===== src/rtl/vcf_pkg.sv =====
package vcf_pkg;
    localparam int NUM_MCLASS = 6;

    typedef enum logic [1:0] {
        VN_DED0   = 2'd0,
        VN_DED1   = 2'd1,
        VN_SHARED = 2'd2
    } vn_e;

    typedef enum logic [2:0] {
        MC_SNOOP = 3'd0,
        MC_HOME  = 3'd1,
        MC_NDR   = 3'd2,
        MC_DRS   = 3'd3,
        MC_NCS   = 3'd4,
        MC_NCB   = 3'd5
    } mclass_e;
endpackage


===== src/rtl/vcf_rr_arb.sv =====
module vcf_rr_arb #(
    parameter int N = 6
) (
    input  logic         clk,
    input  logic         rst_n,
    input  logic [N-1:0] req,
    output logic [N-1:0] gnt
);
    localparam int PW = (N > 1) ? $clog2(N) : 1;

    typedef struct packed {
        logic [PW-1:0] ptr;
    } arb_st_t;

    arb_st_t st_d, st_q;
    logic    found;

    always_comb begin
        st_d  = st_q;
        gnt   = '0;
        found = 1'b0;
        for (int i = 0; i < N; i++) begin
            int k;
            k = (int'(st_q.ptr) + 1 + i) % N;
            if (!found && req[k]) begin
                found      = 1'b1;
                gnt[k]     = 1'b1;
                st_d.ptr   = PW'(k);
            end
        end
    end

    always_ff @(posedge clk) begin
        if (!rst_n) st_q.ptr <= PW'(N - 1);
        else        st_q     <= st_d;
    end

    AST_ARB_ONEHOT: assert property (@(posedge clk) disable iff (!rst_n)
        $onehot0(gnt));

    AST_ARB_ONLY_REQ: assert property (@(posedge clk) disable iff (!rst_n)
        (gnt & ~req) == '0);
endmodule


===== src/rtl/vcf_ded_bank.sv =====
module vcf_ded_bank #(
    parameter int NC   = 6,
    parameter int DW   = 3,
    parameter int AW   = 3,
    parameter int CLW  = 3
) (
    input  logic               clk,
    input  logic               rst_n,
    input  logic               init_load,
    input  logic [DW-1:0]      init_val,
    input  logic               dbt_valid,
    input  logic               dbt_net,
    input  logic [CLW-1:0]     dbt_cls,
    input  logic               ret_valid,
    input  logic               ret_net,
    input  logic [CLW-1:0]     ret_cls,
    input  logic [AW-1:0]      ret_amt,
    output logic [2*NC*DW-1:0] cnt,
    output logic               ovf
);
    localparam int NCH = 2 * NC;
    localparam int SW  = ((DW > AW) ? DW : AW) + 1;

    typedef struct packed {
        logic [NCH-1:0][DW-1:0] cnt;
        logic [DW-1:0]          lim;
    } bank_st_t;

    bank_st_t       st_d, st_q;
    logic [SW-1:0]  sum_w;
    logic           hit_dbt, hit_ret;

    always_comb begin
        st_d    = st_q;
        ovf     = 1'b0;
        sum_w   = '0;
        hit_dbt = 1'b0;
        hit_ret = 1'b0;
        if (init_load) begin
            st_d.lim = init_val;
            for (int ch = 0; ch < NCH; ch++) st_d.cnt[ch] = init_val;
        end else begin
            for (int ch = 0; ch < NCH; ch++) begin
                hit_dbt = dbt_valid && (ch == int'(dbt_net) * NC + int'(dbt_cls));
                hit_ret = ret_valid && (ch == int'(ret_net) * NC + int'(ret_cls));
                sum_w   = SW'(st_q.cnt[ch]) - (hit_dbt ? SW'(1) : SW'(0))
                        + (hit_ret ? SW'(ret_amt) : SW'(0));
                if (sum_w > SW'(st_q.lim)) begin
                    st_d.cnt[ch] = st_q.lim;
                    ovf          = 1'b1;
                end else begin
                    st_d.cnt[ch] = DW'(sum_w);
                end
            end
        end
    end

    always_ff @(posedge clk) begin
        if (!rst_n) st_q <= '0;
        else        st_q <= st_d;
    end

    assign cnt = st_q.cnt;

    for (genvar g = 0; g < NCH; g++) begin : g_lim_chk
        AST_DED_WITHIN_LIMIT: assert property (@(posedge clk) disable iff (!rst_n)
            st_q.cnt[g] <= st_q.lim);
    end

    AST_DEBIT_NONZERO: assert property (@(posedge clk) disable iff (!rst_n)
        dbt_valid |-> st_q.cnt[int'(dbt_net) * NC + int'(dbt_cls)] != '0);
endmodule


===== src/rtl/vcf_credit_ctrl.sv =====
module vcf_credit_ctrl
    import vcf_pkg::*;
#(
    parameter int NUM_CLASS = NUM_MCLASS,
    parameter int DED_W     = 3,
    parameter int POOL_W    = 5,
    parameter int LEN_W     = 3,
    parameter int AMT_W     = 3,
    localparam int CLS_W    = (NUM_CLASS > 1) ? $clog2(NUM_CLASS) : 1
) (
    input  logic                       clk,
    input  logic                       rst_n,
    input  logic                       init_load,
    input  logic [DED_W-1:0]           init_ded,
    input  logic [POOL_W-1:0]          init_pool,
    input  logic [NUM_CLASS-1:0]       req_valid,
    input  logic [NUM_CLASS*LEN_W-1:0] req_len,
    input  logic [NUM_CLASS-1:0]       req_vn1,
    input  logic                       ret_valid,
    input  logic [1:0]                 ret_vn,
    input  logic [CLS_W-1:0]           ret_class,
    input  logic [AMT_W-1:0]           ret_amt,
    output logic [NUM_CLASS-1:0]       gnt,
    output logic [1:0]                 gnt_vn,
    output logic                       cred_err
);
    localparam int NC   = NUM_CLASS;
    localparam int MW0  = (POOL_W > LEN_W) ? POOL_W : LEN_W;
    localparam int SUMW = ((MW0 > AMT_W) ? MW0 : AMT_W) + 1;

    typedef struct packed {
        logic [POOL_W-1:0] pool;
        logic [POOL_W-1:0] lim;
        logic              err;
    } ctl_st_t;

    ctl_st_t                  st_d, st_q;
    logic [NC-1:0][LEN_W-1:0] len_v;
    logic [NC-1:0]            pool_fit, ded_ok, elig;
    logic [2*NC*DED_W-1:0]    ded_cnt;
    logic                     ded_ovf;
    logic [CLS_W-1:0]         gidx;
    logic                     any_gnt, take_pool;
    logic [LEN_W-1:0]         glen;
    logic                     bank_dbt, bank_ret;
    logic [SUMW-1:0]          pool_sum;

    // request decode and eligibility
    always_comb begin
        for (int c = 0; c < NC; c++) begin
            int ch;
            len_v[c]    = req_len[c*LEN_W +: LEN_W];
            ch          = (req_vn1[c] ? NC : 0) + c;
            ded_ok[c]   = ded_cnt[ch*DED_W +: DED_W] != '0;
            pool_fit[c] = SUMW'(st_q.pool) >= SUMW'(len_v[c]);
            elig[c]     = req_valid[c] && (len_v[c] != '0) && !init_load
                          && (pool_fit[c] || ded_ok[c]);
        end
    end

    vcf_rr_arb #(.N(NC)) i_arb (
        .clk  (clk),
        .rst_n(rst_n),
        .req  (elig),
        .gnt  (gnt)
    );

    // granted class decode
    always_comb begin
        gidx = '0;
        for (int c = 0; c < NC; c++) begin
            if (gnt[c]) gidx = CLS_W'(c);
        end
        any_gnt   = |gnt;
        take_pool = any_gnt && pool_fit[gidx];
        glen      = len_v[gidx];
        if (!any_gnt)       gnt_vn = VN_DED0;
        else if (take_pool) gnt_vn = VN_SHARED;
        else                gnt_vn = req_vn1[gidx] ? VN_DED1 : VN_DED0;
    end

    assign bank_dbt = any_gnt && !take_pool;
    assign bank_ret = ret_valid && (ret_vn == VN_DED0 || ret_vn == VN_DED1)
                      && (int'(ret_class) < NC);

    vcf_ded_bank #(.NC(NC), .DW(DED_W), .AW(AMT_W), .CLW(CLS_W)) i_bank (
        .clk      (clk),
        .rst_n    (rst_n),
        .init_load(init_load),
        .init_val (init_ded),
        .dbt_valid(bank_dbt),
        .dbt_net  (req_vn1[gidx]),
        .dbt_cls  (gidx),
        .ret_valid(bank_ret),
        .ret_net  (ret_vn[0]),
        .ret_cls  (ret_class),
        .ret_amt  (ret_amt),
        .cnt      (ded_cnt),
        .ovf      (ded_ovf)
    );

    // shared pool and error next state
    always_comb begin
        st_d     = st_q;
        pool_sum = SUMW'(st_q.pool)
                 - (take_pool ? SUMW'(glen) : SUMW'(0))
                 + ((ret_valid && ret_vn == VN_SHARED) ? SUMW'(ret_amt) : SUMW'(0));
        if (init_load) begin
            st_d.pool = init_pool;
            st_d.lim  = init_pool;
            st_d.err  = 1'b0;
        end else begin
            if (pool_sum > SUMW'(st_q.lim)) begin
                st_d.pool = st_q.lim;
                st_d.err  = 1'b1;
            end else begin
                st_d.pool = POOL_W'(pool_sum);
            end
            if (ded_ovf) st_d.err = 1'b1;
        end
    end

    always_ff @(posedge clk) begin
        if (!rst_n) st_q <= '0;
        else        st_q <= st_d;
    end

    assign cred_err = st_q.err;

    AST_INIT_NO_GRANT: assert property (@(posedge clk) disable iff (!rst_n)
        init_load |-> gnt == '0);

    AST_POOL_WITHIN_LIMIT: assert property (@(posedge clk) disable iff (!rst_n)
        st_q.pool <= st_q.lim);

    AST_ERR_STICKY: assert property (@(posedge clk) disable iff (!rst_n)
        (cred_err && !init_load) |=> cred_err);

    AST_SHARED_GRANT_DEBITS: assert property (@(posedge clk) disable iff (!rst_n)
        (any_gnt && gnt_vn == VN_SHARED && !(ret_valid && ret_vn == VN_SHARED))
        |=> st_q.pool < $past(st_q.pool));

    AST_ZERO_LEN_IDLE: assert property (@(posedge clk) disable iff (!rst_n)
        any_gnt |-> glen != '0);
endmodule


===== config.mk =====
export PLATFORM = sky130hd
export DESIGN_NAME = vcf_credit_ctrl
export DESIGN_NICKNAME = d
export VERILOG_FILES = /design/src/rtl/vcf_pkg.sv /design/src/rtl/vcf_rr_arb.sv /design/src/rtl/vcf_ded_bank.sv /design/src/rtl/vcf_credit_ctrl.sv
export SDC_FILE = /design/constraint.sdc
export NUM_CORES = 1
export LEC_CHECK = 0
export BUFFER_PORTS_ARGS = -buffer_cell sky130_fd_sc_hd__clkbuf_2
export CELL_PAD_IN_SITES_DETAIL_PLACEMENT = 1
export CELL_PAD_IN_SITES_GLOBAL_PLACEMENT = 1
export CORE_MARGIN = 2
export CORE_UTILIZATION = 25
export DETAILED_ROUTE_END_ITERATION = 7
export PLACE_DENSITY_LB_ADDON = 0.1
export REMOVE_ABC_BUFFERS = 1
export SLEW_MARGIN = 15
export SYNTH_ARGS = -nofsm -noshare
export SYNTH_HDL_FRONTEND = slang
export SYNTH_SLANG_ARGS = --single-unit

===== constraint.sdc =====
create_clock -name clk -period 11.7 [get_ports clk]
set_clock_uncertainty 0.15 [all_clocks]
set_input_delay 2.34 -clock clk [delete_from_list [all_inputs] [get_ports clk]]
set_output_delay 2.34 -clock clk [all_outputs]
set_load 0.1 [all_outputs]

==> load_flow_metrics.sql <==
INSERT INTO impl_metrics (metric_group, metric, value, unit) VALUES
('run_status', 'run_status', 'finished, final reports clean', ''),
('clock_network', 'worst_skew_pair.late_latency', '0.33', 'ns'),
('placement', 'post-dp-hpwl', '27990', 'µm'),
('hold_path', 'holdCritPathClass', 'flip-flop to flip-flop', ''),
('floorplanning', 'floorplan.io_pins', '59', ''),
('timing', 'min_period', '10.68', 'ns'),
('synthesis', 'library_cells_used_by_synthesis', '85', ''),
('floorplanning', 'chipWidth', '197.0', 'µm'),
('clock_network', 'tritoncts.num_buffers', '5', ''),
('critical_path', 'crit_path_end_kind', 'flip-flop', ''),
('timing', 'setup_tns', '0', 'ns'),
('floorplanning', 'fp.dieH', '197.0', 'µm'),
('clock_network', 'cts_resized', '0', ''),
('layout', 'drive_gt1_frac', '0.09801', ''),
('layout', 'layout_commonest_cell', 'inv_1', ''),
('clock_network', 'cts.root.buffer_cell', 'clkbuf_16', ''),
('placement', 'gpl.final_weighted_congestion', '0.7844', ''),
('grt', 'overall_global_routing_resource_usage', '0.1884', ''),
('grt', 'wire_length_of_the_first_global_routing_pass', '56220', 'µm'),
('timing', 'timing.slew.headroom', '0.4233', ''),
('route', 'via_per_inst', '5.214', ''),
('synthesis', 'netlist_area_before_placement', '0.009308', 'mm²'),
('timing', 'finalHoldViolations', '0', ''),
('route', 'route.final.wire_length', '35770', 'µm'),
('synthesis', 'synth_async_sr_flop_share', '0', ''),
('synthesis', 'syn_area_per_cell', '7.598', 'µm²'),
('floorplanning', 'core_area', '0.03661', 'mm²'),
('route', 'drt_iter0_markers', '320', ''),
('clock_network', 'clock_tree.buffer_depth', '2', ''),
('layout', 'layout.cells.most_common_list', '179 x inv_1, 161 x ha_1, 73 x o21ai_0, 60 x a21oi_1, 59 x nor2_1', ''),
('synthesis', 'largest_cells_by_area_after_synthesis', 'ha_1 22%, dfxtp_1 11%, inv_1 7.2%, mux2i_1 5.5%, o21ai_0 3.9%', ''),
('timing', 'setup-violations-final', '0', ''),
('timing', 'fin_crit_sh', '0.9126', ''),
('timing', 'maxClockFrequency', '93.66', 'MHz'),
('grt', 'grt_pass1_vias', '9315', ''),
('flow_run', 'number_of_maximum_capacitance_constraint_violations', '0', ''),
('synthesis', 'yosysTopAreaCell', 'ha_1', ''),
('synthesis', 'yosysSeqAreaShare', '0.1140', ''),
('timing', 'grt_setup_unrepaired', 'false', ''),
('route', 'route.vias.total', '8983', ''),
('floorplanning', 'floorplan.initialDensity', '0.2542', ''),
('critical_path', 'classification_of_the_worst_setup_path', 'flip-flop to flip-flop', ''),
('timing', 'timing_worst_slew_pin_value', '0.8627', 'ns'),
('layout', 'fillcell_total', '4531', ''),
('floorplanning', 'die_area', '0.03879', 'mm²'),
('synthesis', 'number_of_enable_flip_flop_cells_after_synthesis', '0', ''),
('critical_path', 'cp_common_cell', 'ha_1', ''),
('clock_network', 'clock_tree_from_tritoncts', 'built', ''),
('route', 'postRouteAntennaNets', '0', ''),
('synthesis', 'synthCells', '1225', ''),
('layout', 'num_antenna_cells', '0', ''),
('synthesis', 'yosys_most_used_dff', 'dfxtp_1', ''),
('clock_network', 'cts_sinks', '53', ''),
('timing', 'slew_viol_final', '0', ''),
('critical_path', 'regToRegSetupSlack', '1.02', 'ns'),
('layout', 'area_growth', '10.54', '%'),
('route', 'avgRoutedWirePerCell', '20.76', 'µm'),
('layout', 'nNetsFinal', '1482', ''),
('clock_network', 'htreeDepth', '2', ''),
('route', 'drt-pass1-iter-count', '4', ''),
('grt', 'initial_antenna_violation_count', '1', ''),
('grt', 'grt_max_degree', '41', ''),
('clock_network', 'clkTransAtPathRegs', '0.09', 'ns'),
('clock_network', 'cts_setup_buffers', '0', ''),
('critical_path', 'slowest_delay', '0.59', 'ns'),
('critical_path', 'startpoint_type_of_the_worst_setup_path', 'flip-flop', ''),
('floorplanning', 'num_rows', '70', ''),
('critical_path', 'buffering_stage_count_on_the_worst_path_with_inverters_included', '7', ''),
('grt', 'gr-total-overflow', '0', ''),
('placement', 'i_o_buffers', '58', ''),
('synthesis', 'flip_flop_and_latch_count_after_synthesis', '53', ''),
('clock_network', 'hold_bufs_inserted_after_cts', '0', ''),
('synthesis', 'synth_largest_type_area_fraction', '0.2164', ''),
('synthesis', 'ys_warnings', '0', ''),
('route', 'remaining_drc_errors', '0', ''),
('critical_path', 'crit_required', '11.74', 'ns'),
('critical_path', 'path_max_fanout', '35', ''),
('critical_path', 'crit_slowest_cell', 'fa_1', ''),
('critical_path', 'critPathTopFamily', 'adder cells', ''),
('critical_path', 'critical_path_arrival', '10.71', 'ns');
final cells by class:
type,instances,area (µm²),area share
Tap cell,468,585.6,0.05691
Clock buffer,5,125.1,0.01216
Timing Repair Buffer,79,462.9,0.04500
Inverter,183,686.9,0.06676
Sequential cell,53,1061,0.1031
Clock inverter,3,50.05,0.004864
Multi-Input combinational cell,932,7317,0.7112
worst reg2reg max path, delay by kind of cell, from the launching register on:
| kind | cells | cell delay, ns |
|---|---|---|
| flops | 1 | 0.39 |
| buf+inv | 7 | 1.35 |
| compound gates | 7 | 1.96 |
| fa+ha+maj | 9 | 3.18 |
| mux | 2 | 0.89 |
| simple gates | 14 | 2.62 |
cells by family after synthesis:
logic type	share of synthesized area
compound gates	0.2201
xor+xnor	0.03280
mux	0.07703
flops	0.1140
fa+ha+maj	0.2530
simple gates	0.2030
buf+inv	0.1001
routing by layer:
layer / share of wire / track usage
met4: 0.010 / 0.02840
met5: 0 / 0
met3: 0.020 / 0.01780
met1: 0.49 / 0.2580
met2: 0.48 / 0.3260
synth_stat cells, drive strengths merged (6+ instances only):
| library cell | instances |
|---|---|
| inv | 182 |
| ha | 161 |
| o21ai | 75 |
| a21oi | 60 |
| nor2 | 59 |
| nand3 | 57 |
| nand2 | 56 |
| dfxtp | 53 |
| mux2i | 51 |
| nor3 | 33 |
| clkbuf | 31 |
| a21o | 29 |
| buf | 26 |
| a31oi | 24 |
| and3 | 20 |
| fa | 17 |
| nand2b | 17 |
| xnor2 | 17 |
| xor2 | 17 |
| and2 | 14 |
| a21boi | 12 |
| a211oi | 11 |
| nor2b | 11 |
| nor4 | 11 |
| or3 | 11 |
| mux2 | 10 |
| o31ai | 10 |
| o211ai | 9 |
| nand4 | 8 |
| nor3b | 7 |
| or2 | 7 |
| and3b | 6 |
| nand4b | 6 |
| o22ai | 6 |
worst paths after layout:
| check | from | endpoint | cells after the start |
|---|---|---|---|
| min reg2reg | st_q[5] | st_q[5] | 2 |
| max reg2reg | i_arb.st_q[0] | cred_err | 39 |
| min | st_q[5] | st_q[5] | 2 |
| max | i_arb.st_q[0] | cred_err | 39 |
stage by stage:
step	hold WS, ns	instances	area, µm²	utilization	setup slack [ns]
floorplan	0.3186	1168	9062	-	0.6577
global placement	0.3389	1715	10110	0.2762	0.7360
detailed placement	0.3461	1715	10110	0.2762	0.6529
CTS	0.3610	1723	10290	0.2810	0.9562
global route	0.4031	1723	10290	0.2810	0.2477
finish	0.3607	1723	10290	0.2810	1.023
registers in the layout, summed over array words and instances (netlist names):
register / count
i_bank.st_q: 3
i_bank.cnt: 36
cred_err: 1
i_arb.st_q: 3
st_q: 10
Power is left out: the tool's default activity adds up to more than one toggle a clock period on the data nets, which glitch-free logic cannot reach.
